**config.mk**
```make
export PLATFORM = sky130hd
export DESIGN_NAME = trap_entry_unit
export DESIGN_NICKNAME = d
export VERILOG_FILES = /design/src/rtl/trap_pkg.sv /design/src/rtl/trap_arbiter.sv /design/src/rtl/trap_retaddr.sv /design/src/rtl/trap_status.sv /design/src/rtl/trap_entry_unit.sv
export SDC_FILE = /design/constraint.sdc
export NUM_CORES = 1
export LEC_CHECK = 0
export BUFFER_PORTS_ARGS = -buffer_cell sky130_fd_sc_hd__buf_2
export CORE_MARGIN = 10
export CORE_UTILIZATION = 52
export CTS_CLUSTER_SIZE = 8
export DETAILED_ROUTE_END_ITERATION = 12
export PLACE_DENSITY = 0.82
export SYNTH_ARGS = -nofsm -noshare
export SYNTH_HDL_FRONTEND = slang
export SYNTH_HIERARCHICAL = 1
export SYNTH_SLANG_ARGS = --single-unit
```
**constraint.sdc**
```tcl
create_clock -name clk -period 2.6 [get_ports clk]
set_input_delay 0.13 -clock clk [delete_from_list [all_inputs] [get_ports clk]]
set_output_delay 0.13 -clock clk [all_outputs]
set_load 0.005 [all_outputs]
```
**src/rtl/trap_pkg.sv**
```systemverilog
package trap_pkg;
  typedef enum logic [1:0] {
    TK_IRQ   = 2'd0,
    TK_BRK   = 2'd1,
    TK_HWEXC = 2'd2,
    TK_MMU   = 2'd3
  } trap_kind_e;

  // status word bit positions (mode bits sit one below their shadow copies)
  localparam int MSR_IE  = 1;
  localparam int MSR_BIP = 3;
  localparam int MSR_EIP = 9;
  localparam int MSR_UM  = 11;
  localparam int MSR_UMS = 12;
  localparam int MSR_VM  = 13;
  localparam int MSR_VMS = 14;

  // exception status bit positions
  localparam int ESR_ST = 10;
  localparam int ESR_DS = 12;

  // fault codes
  localparam logic [4:0] EC_DPROT = 5'd16;
  localparam logic [4:0] EC_IPROT = 5'd17;
  localparam logic [4:0] EC_DMISS = 5'd18;
  localparam logic [4:0] EC_IMISS = 5'd19;

  // access types
  localparam logic [1:0] ACC_FETCH = 2'd0;
  localparam logic [1:0] ACC_STORE = 2'd2;

  // link registers
  localparam int LR_IRQ = 14;
  localparam int LR_BRK = 16;
  localparam int LR_EXC = 17;

  // vector offsets
  localparam int VOFS_IRQ = 'h10;
  localparam int VOFS_BRK = 'h18;
  localparam int VOFS_EXC = 'h20;
endpackage

```
**src/rtl/trap_arbiter.sv**
```systemverilog
module trap_arbiter
  import trap_pkg::*;
(
  input  logic       mmu_req,
  input  logic       hwexc_req,
  input  logic       brk_req,
  input  logic       irq_req,
  input  logic       ie,
  input  logic       eip,
  input  logic       bip,
  input  logic       dslot,
  input  logic       imm,
  input  logic       busy,
  output logic       take,
  output trap_kind_e kind,
  output logic       dbl_hit
);
  logic irq_ok;

  assign irq_ok  = irq_req & ie & ~eip & ~bip & ~dslot & ~imm;
  assign dbl_hit = mmu_req & busy;

  always_comb begin
    take = 1'b0;
    kind = TK_IRQ;
    if (mmu_req) begin
      take = ~busy;
      kind = TK_MMU;
    end else if (hwexc_req) begin
      take = 1'b1;
      kind = TK_HWEXC;
    end else if (brk_req) begin
      take = 1'b1;
      kind = TK_BRK;
    end else if (irq_ok) begin
      take = 1'b1;
      kind = TK_IRQ;
    end
  end
endmodule

```
**src/rtl/trap_retaddr.sv**
```systemverilog
module trap_retaddr
  import trap_pkg::*;
#(
  parameter int              XLEN     = 32,
  parameter int              RIDX_W   = 5,
  parameter logic [XLEN-1:0] VEC_BASE = '0
) (
  input  trap_kind_e        kind,
  input  logic [XLEN-1:0]   pc,
  input  logic              dslot,
  input  logic              imm,
  input  logic              bimm,
  output logic [RIDX_W-1:0] link_idx,
  output logic [XLEN-1:0]   link_data,
  output logic [XLEN-1:0]   vec
);
  localparam logic [XLEN-1:0] STEP  = XLEN'(4);
  localparam logic [XLEN-1:0] STEP2 = XLEN'(8);

  logic [XLEN-1:0] fault_ret;

  always_comb begin
    if (dslot)    fault_ret = bimm ? pc - STEP2 : pc - STEP;
    else if (imm) fault_ret = pc - STEP;
    else          fault_ret = pc;
  end

  always_comb begin
    unique case (kind)
      TK_IRQ: begin
        link_idx  = RIDX_W'(LR_IRQ);
        link_data = pc;
        vec       = VEC_BASE + XLEN'(VOFS_IRQ);
      end
      TK_BRK: begin
        link_idx  = RIDX_W'(LR_BRK);
        link_data = pc;
        vec       = VEC_BASE + XLEN'(VOFS_BRK);
      end
      TK_HWEXC: begin
        link_idx  = RIDX_W'(LR_EXC);
        link_data = pc + STEP;
        vec       = VEC_BASE + XLEN'(VOFS_EXC);
      end
      default: begin
        link_idx  = RIDX_W'(LR_EXC);
        link_data = fault_ret;
        vec       = VEC_BASE + XLEN'(VOFS_EXC);
      end
    endcase
  end
endmodule

```
**src/rtl/trap_status.sv**
```systemverilog
module trap_status
  import trap_pkg::*;
#(
  parameter int XLEN    = 32,
  parameter int CAUSE_W = 5
) (
  input  trap_kind_e         kind,
  input  logic [XLEN-1:0]    msr_cur,
  input  logic [CAUSE_W-1:0] cause,
  input  logic               miss,
  input  logic [1:0]         acc,
  input  logic               dslot,
  output logic [XLEN-1:0]    msr_nxt,
  output logic [XLEN-1:0]    esr_nxt,
  output logic               esr_we
);
  logic [XLEN-1:0] m;
  logic [4:0]      fcode;

  always_comb begin
    m = msr_cur;
    unique case (kind)
      TK_IRQ:  m[MSR_IE]  = 1'b0;
      TK_BRK:  m[MSR_BIP] = 1'b1;
      default: m[MSR_EIP] = 1'b1;
    endcase
    m[MSR_UMS] = msr_cur[MSR_UM];
    m[MSR_VMS] = msr_cur[MSR_VM];
    m[MSR_UM]  = 1'b0;
    m[MSR_VM]  = 1'b0;
    msr_nxt    = m;
  end

  always_comb begin
    if (acc == ACC_FETCH) fcode = miss ? EC_IMISS : EC_IPROT;
    else                  fcode = miss ? EC_DMISS : EC_DPROT;
  end

  always_comb begin
    esr_nxt = '0;
    esr_we  = 1'b0;
    if (kind == TK_HWEXC) begin
      esr_we               = 1'b1;
      esr_nxt[CAUSE_W-1:0] = cause;
    end else if (kind == TK_MMU) begin
      esr_we         = 1'b1;
      esr_nxt[4:0]   = fcode;
      esr_nxt[ESR_ST] = (acc == ACC_STORE);
    end
    esr_nxt[ESR_DS] = esr_we & dslot;
  end
endmodule

```
**src/rtl/trap_entry_unit.sv**
```systemverilog
module trap_entry_unit
  import trap_pkg::*;
#(
  parameter int              XLEN     = 32,
  parameter int              RIDX_W   = 5,
  parameter int              CAUSE_W  = 5,
  parameter logic [XLEN-1:0] VEC_BASE = '0
) (
  input  logic               clk,
  input  logic               rst,
  input  logic [XLEN-1:0]    pc_i,
  input  logic [XLEN-1:0]    btarget_i,
  input  logic               dslot_i,
  input  logic               imm_i,
  input  logic               bimm_i,
  input  logic [XLEN-1:0]    msr_i,
  input  logic               hwexc_req_i,
  input  logic [CAUSE_W-1:0] hwexc_cause_i,
  input  logic               mmu_req_i,
  input  logic               mmu_miss_i,
  input  logic [1:0]         mmu_acc_i,
  input  logic [XLEN-1:0]    mmu_addr_i,
  input  logic               brk_req_i,
  input  logic               irq_req_i,
  input  logic               fault_done_i,
  output logic               trap_taken_o,
  output logic [1:0]         trap_kind_o,
  output logic [XLEN-1:0]    pc_o,
  output logic [RIDX_W-1:0]  link_idx_o,
  output logic [XLEN-1:0]    link_data_o,
  output logic [XLEN-1:0]    msr_o,
  output logic               esr_we_o,
  output logic [XLEN-1:0]    esr_o,
  output logic               btr_we_o,
  output logic [XLEN-1:0]    btr_o,
  output logic               ear_we_o,
  output logic [XLEN-1:0]    ear_o,
  output logic               dbl_fault_o
);
  logic              take;
  trap_kind_e        kind;
  logic              dbl_hit;
  logic              fault_busy_q;
  logic [RIDX_W-1:0] link_idx_n;
  logic [XLEN-1:0]   link_data_n;
  logic [XLEN-1:0]   vec_n;
  logic [XLEN-1:0]   msr_n;
  logic [XLEN-1:0]   esr_n;
  logic              esr_we_n;

  trap_arbiter u_arb (
    .mmu_req   (mmu_req_i),
    .hwexc_req (hwexc_req_i),
    .brk_req   (brk_req_i),
    .irq_req   (irq_req_i),
    .ie        (msr_i[MSR_IE]),
    .eip       (msr_i[MSR_EIP]),
    .bip       (msr_i[MSR_BIP]),
    .dslot     (dslot_i),
    .imm       (imm_i),
    .busy      (fault_busy_q),
    .take      (take),
    .kind      (kind),
    .dbl_hit   (dbl_hit)
  );

  trap_retaddr #(.XLEN(XLEN), .RIDX_W(RIDX_W), .VEC_BASE(VEC_BASE)) u_ret (
    .kind      (kind),
    .pc        (pc_i),
    .dslot     (dslot_i),
    .imm       (imm_i),
    .bimm      (bimm_i),
    .link_idx  (link_idx_n),
    .link_data (link_data_n),
    .vec       (vec_n)
  );

  trap_status #(.XLEN(XLEN), .CAUSE_W(CAUSE_W)) u_st (
    .kind    (kind),
    .msr_cur (msr_i),
    .cause   (hwexc_cause_i),
    .miss    (mmu_miss_i),
    .acc     (mmu_acc_i),
    .dslot   (dslot_i),
    .msr_nxt (msr_n),
    .esr_nxt (esr_n),
    .esr_we  (esr_we_n)
  );

  always_ff @(posedge clk) begin
    if (rst) begin
      trap_taken_o <= 1'b0;
      trap_kind_o  <= '0;
      pc_o         <= '0;
      link_idx_o   <= '0;
      link_data_o  <= '0;
      msr_o        <= '0;
      esr_we_o     <= 1'b0;
      esr_o        <= '0;
      btr_we_o     <= 1'b0;
      btr_o        <= '0;
      ear_we_o     <= 1'b0;
      ear_o        <= '0;
      dbl_fault_o  <= 1'b0;
      fault_busy_q <= 1'b0;
    end else begin
      trap_taken_o <= take;
      esr_we_o     <= take & esr_we_n;
      btr_we_o     <= take & esr_we_n & dslot_i;
      ear_we_o     <= take & (kind == TK_MMU);
      dbl_fault_o  <= dbl_fault_o | dbl_hit;
      if (take && kind == TK_MMU) fault_busy_q <= 1'b1;
      else if (fault_done_i)      fault_busy_q <= 1'b0;
      if (take) begin
        trap_kind_o <= kind;
        pc_o        <= vec_n;
        link_idx_o  <= link_idx_n;
        link_data_o <= link_data_n;
        msr_o       <= msr_n;
        if (esr_we_n)               esr_o <= esr_n;
        if (esr_we_n && dslot_i)    btr_o <= btarget_i;
        if (kind == TK_MMU)         ear_o <= mmu_addr_i;
      end
    end
  end
endmodule

```
=== Word-level counts from Yosys, hierarchy flattened ===
Index checks and enable logic that the tools add are counted.

* Flip-flop bits (word level): 178
* Output and inout bits: 204

* Add/sub/neg operators: 3
* Equal/unequal tests: 4
* Muxes and demuxes: 27
* Bitwise gates (word level): 16
* Reduce and logical (&&, ||, !) cells: 9

{| class="wikitable"
|+ Operator list
! operator !! number
|-
| two-way mux 32 bit || 3
|-
| one-hot mux 32 bit (2 select lines) || 1
|-
| adder 32 x 3 -> 32 bit, second input constant || 1
|-
| subtractor 32 x 3 -> 32 bit, second input constant || 1
|-
| subtractor 32 x 4 -> 32 bit, second input constant || 1
|-
| two-way mux 5 bit || 3
|-
| two-way mux 1 bit || 14
|-
| one-hot mux 6 bit (2 select lines) || 1
|-
| AND 1 bit || 10
|-
| one-hot mux 5 bit (2 select lines) || 1
|-
| two-way mux 2 bit || 4
|-
| equality test 2 bit, second input constant || 3
|-
| AND reduction 2 bit || 3
|-
| NOT 1 bit || 5
|-
| zero test 2 bit || 2
|-
| equality test 2 x 1 -> 1 bit, second input constant || 1
|-
| logical AND 1 bit || 2
|-
| nonzero test 2 bit || 1
|-
| OR reduction 2 bit || 1
|-
| bitwise OR 1 bit || 1
|}

=== Depth between registers and ports, before layout ===
* Depth in word-level cells: 11
* Gate-level depth with buffers: 11

=== Modules after synthesis ===
The synthesis kept the hierarchy.

{| class="wikitable"
|+ By module, submodules not included
! module !! instances !! cells an instance !! area each (um^2) !! seq. area each (um^2)
|-
| trap_entry_unit || 1 || 775 || 8,087.8 || 4,103.9
|-
| trap_retaddr || 1 || 265 || 1,819.2 || 0.0
|-
| trap_status || 1 || 72 || 536.8 || 0.0
|-
| trap_arbiter || 1 || 8 || 63.8 || 0.0
|}

=== Least setup slack after synthesis ===
OpenSTA, ideal clock, no wires.

* Kind: input-to-reg
* Start: in mmu_req_i
* End: reg link_data_o[24]
* Data arrival time: 1.772 ns
* Data required time: 2.483 ns
* Slack: 0.710 ns
* Stages on the path: 11
* Path buffers: 2
* Path through: or2_1 buf_4 nand2_1 buf_4 a21oi_1 nor4b_2 o31ai_4 a221oi_1 nor3_2 mux2i_1 nor2_1

* Longest elaborated chain between the ends: 4

{| class="wikitable"
|+ RTL lines
! item !! line !! text
|-
| from (decl) || trap_entry_unit.sv:19 || <nowiki>input logic mmu_req_i,</nowiki>
|-
| two-way mux 2 bit (*) || trap_arbiter.sv:26 || <nowiki>if (mmu_req) begin</nowiki>
|-
| equality test 2 x 1 -> 1 bit or zero test 2 bit (tied branches) || trap_retaddr.sv:29 || <nowiki>unique case (kind)</nowiki>
|-
| OR reduction 2 bit (no line) || n/a ||
|-
| one-hot mux 32 bit (2 select lines) (*) || trap_retaddr.sv:29 ||
|-
| via link_data_n[24] || trap_entry_unit.sv:45 || <nowiki>logic [XLEN-1:0] link_data_n;</nowiki>
|-
| to (signal assigned) || trap_entry_unit.sv:118 || <nowiki>link_data_o <= link_data_n;</nowiki>
|-
| to (decl) || trap_entry_unit.sv:30 || <nowiki>output logic [XLEN-1:0] link_data_o,</nowiki>
|}

The timed path passes the listed nets; every way through them passes the cells marked *.
A chain may end at the register's enable or synchronous reset.

=== Final worst setup path ===
* Start: in pc_i[11]
* End: reg link_data_o[24]

* Longest elaborated chain between the ends: 4

{| class="wikitable"
|+ RTL lines
! item !! line !! text
|-
| from (decl) || trap_entry_unit.sv:11 || <nowiki>input logic [XLEN-1:0] pc_i,</nowiki>
|-
| subtractor 32 x 3 -> 32 bit or subtractor 32 x 4 -> 32 bit (tied branches) || trap_retaddr.sv:23, trap_retaddr.sv:24 ||
|-
| two-way mux 32 bit (on tied branches) || trap_retaddr.sv:24, trap_retaddr.sv:23 ||
|-
| two-way mux 32 bit || trap_retaddr.sv:23 || <nowiki>if (dslot) fault_ret = bimm ? pc - STEP2 : pc - STEP;</nowiki>
|-
| one-hot mux 32 bit (2 select lines) (*) || trap_retaddr.sv:29 ||
|-
| via link_data_n[24] || trap_entry_unit.sv:45 ||
|}

Marked as above.

==> results.md <==
- Worst IR drop on VDD: about 0.00054 V
- Io pins: 350
- Pre-CTS WS: about 380 ps
- Hpwl dp: approximately 22000 µm
- Layout cells sized above 1: a little under a third
- CP peak stage delay: about 540 ps
- Crit path cell chain: dlygate4sd3_1 -> buf_2 -> or4_4 -> nor4b_2 -> nand3_2 -> a221oi_1 -> nor3_2 -> mux2i_1 -> nor2_1
- # DRC: 0
- Worst Setup Start Kind: input port
- Synth top area share: about two fifths
- Largest net degree at the start of global routing: 83
- Crit share post-route: a little over four fifths
- Commonest non-fill, non-tap cell in the layout: buf_2
- Nets: 1655
- Critical path type: input port to flop
- Largest area contributor in the netlist: dfxtp_1
- Worst r2r path cells: 5
- Global-route wire length before repair: 53590 µm
- Mapped Area: between 10000 and 15000 µm²
- Clock Skew: 6.217 ps
- First-pass DRT Iterations: 5
- Synth area leaders: dfxtp_1 (39%), mux2i_1 (16%), nand2b_1 (7.7%)
- Status: complete, no violations
- Crit path arrival time: around 2600 ps
- Number of cell rows: just over 50
- Slowest cell on crit path: dlygate4sd3_1
- Multi-input logic area: around 5400 µm²
- Post-synth EDFFs: 0
- Overflow after GRT: 0
- Starting Density: 53.46%
- Relative slew slack: between 40% and 50%
- Worst-Skew Late Latency: ~530 ps
- Final number of setup-violating endpoints: 0
- Critical path required time: roughly 3000 ps
- Via count: 9393
- Fraction of registers with async set/reset: 0%
- Reg-to-reg critical path endpoint: ear_o[14]
- Core area: just under 20000 µm²
- Post-Synthesis Cells: between 1000 and 1500
- R2r setup slk: 630 ps
- Cts bufs inserted: 29
- Overall routing resource usage: between 20% and 30%
- DR iter-0 viols: just over 700
- Clk root buf: clkbuf_16
- Initial antenna violation count: 6
- Sequential power share: between 40% and 50%
- Critical path endpoint category: flop
- Area grow syn2layout: 29.54%
- FF/Latch Area: between 4000 and 5000 µm²
- Fin crit period: around 2200 ps
- Power Dens Cells: just over 600 nW/µm²
- Via/cell ratio: roughly 5.3
- IO Port Bufs: between 300 and 400
- CP Launch Point: pc_i[11]
- LEAKAGE: approximately 0.0068 µW
- Syn Area/Cell: 9.382 µm²
- Die area: ~26000 µm²
- Most frequent cells in the layout: buf_2 (346), dfxtp_1 (205), mux2i_1 (168)
- Die X: approximately 160 µm
- Vias in the first global route: 9851
- CTS H-tree lvls: 1
- Switching pwr: about 2200 µW
- Slew @ Worst Pin: about 830 ps
- Critical path endpoint: link_data_o[24]
- Max_cap viols: 0
- Post-synth top flop: dfxtp_1
- Post-CTS Repair Setup Buffers: 0
- Min setup slack post-route: about 430 ps
- Final ANT Viol Nets: 0
- Largest fanout on the critical path: 5
- Count of unique library cells instantiated by Yosys: 70
- Power share of the clock group: 39.5%
- Yosys Warn Count: 6
- Fmax: 460.5 MHz
- Clock sink total: about 200
- WL per Instance: 19.59 µm
- Routed wire length: roughly 35000 µm
- CTS tree: done
- Worst reg2reg startpoint: fault_busy_q
- Post-route setup TNS: 0 ps
- Worst-path clk slew: roughly 60 ps
- Seq/Total Area, Yosys: between 30% and 40%
- Internal power: between 6000 and 7000 µW
- GPL Wtd Cong: about 0.94
- RSZ-0062 raised after global routing: no
- Synthesized flop and latch total: roughly 210
- Final Slew Violations: 0
- Logic pwr share: between 15 and 20%
- Endpoints failing hold: 0
- Net Sw Frac: between 20% and 30%
- Max clock buf depth: 3
- Die extent in y: around 160 µm
- Min-Delay Path Class: input port to flop
- Layout fillers: about 1500
[Yosys cell counts, types with 4 or more instances]
cell type	count
nor2b_1	4
nand2_1	25
a21oi_1	39
and3_1	7
buf_2	31
a31oi_1	8
nor3b_2	5
clkbuf_1	20
inv_1	9
xnor2_1	19
nand2b_1	130
ha_1	5
nand3_1	43
a21bo_2	32
mux2i_1	168
nor3_1	11
and2_1	6
buf_6	21
nor4_1	7
o31ai_1	4
o21ai_0	9
nand3b_1	4
xor2_1	9
a32oi_1	4
buf_4	96
nor2_1	135
dfxtp_1	205
[power by group through the flow]
stage | registers (µW) | clock network, µW | logic, µW
finish | 3510 | 3260 | 1470
global route | 3530 | 3430 | 1590
CTS | 3500 | 3300 | 1430
floorplan | 3570 | 0 | 858
detailed placement | 3550 | 0 | 1300
global placement | 3540 | 0 | 1270
[worst min path at each step]
| stage | from | end | slack [ps] | cells after the start |
|---|---|---|---|---|
| CTS | pc_i[26] | link_data_o[26] | 0.3 | 4 |
| floorplan | btarget_i[31] | btr_o[31] | 280 | 2 |
| detailed placement | msr_i[16] | msr_o[16] | 370 | 3 |
| global route | hwexc_cause_i[2] | esr_o[2] | 40 | 4 |
| finish | hwexc_cause_i[2] | esr_o[2] | 20 | 4 |
| global placement | msr_i[17] | msr_o[17] | 360 | 3 |
[routing by layer]
metal	vias up	GRT usage, %	part of all wire (%)	routed length [µm]
met5	-	0	0.037	13
met4	2	13.36	4.5	1575
met3	119	6.522	8.0	2777
met2	449	44.63	52	18000
met1	4415	26.38	36	12440
li1	4408	-	-	-
[area by class of cell]
class                   count  area share (%)
flip-flops and latches    205           30.15
inverters                  10          0.2758
diodes                      5         0.09192
clock inverters             1         0.06434
well taps                 265           2.436
repair buffers            467           21.96
multi-input cells         791           39.61
clock buffers              32           5.414
[sequential cells by signal (all words and copies together) (netlist names)]
register and flops:
btr_o 32, btr_we_o 1, dbl_fault_o 1, ear_o 32, ear_we_o 1, esr_o 32
esr_we_o 1, fault_busy_q 1, link_data_o 32, link_idx_o 5, msr_o 32, pc_o 32
trap_kind_o 2, trap_taken_o 1
[repair_timing]
action | CTS | global route
hold buffers | 103 | 0
gates resized for setup | 0 | 0
hold endpoints to repair | 103 | 0
endpoints found under the setup margin | 0 | 0
[critical path: cells and delay by family]
kind | cells | cell delay (ps)
buffers and inverters | 2 | 690
AOI/OAI and AO/OA | 1 | 370
muxes | 1 | 160
and+or+nand+nor | 5 | 1230
[metrics by stage]
step	power, µW	util (%)	cells	hold slack (ps)	area, µm²
2_1_floorplan	4431	-	1174	284.7	10710
3_3_place_gp	4808	60.15	1635	359.6	11820
3_5_place_dp	4853	60.15	1635	373.4	11820
4_1_cts	8231	69.19	1771	0.2595	13600
5_1_grt	8550	69.26	1776	40.62	13610
6_report	8237	69.26	1776	19.27	13610
[logic make-up after synthesis]
family,count (synthesis),share of synthesized area (%)
other cells,2,0.07147
simple gates,413,21.62
xor+xnor,28,2.334
flops,205,39.06
buf+inv,178,11.66
compound gates,121,8.657
fa+ha+maj,5,0.5954
mux,168,16.00
Note: power is estimated with default switching activity, not from simulation.
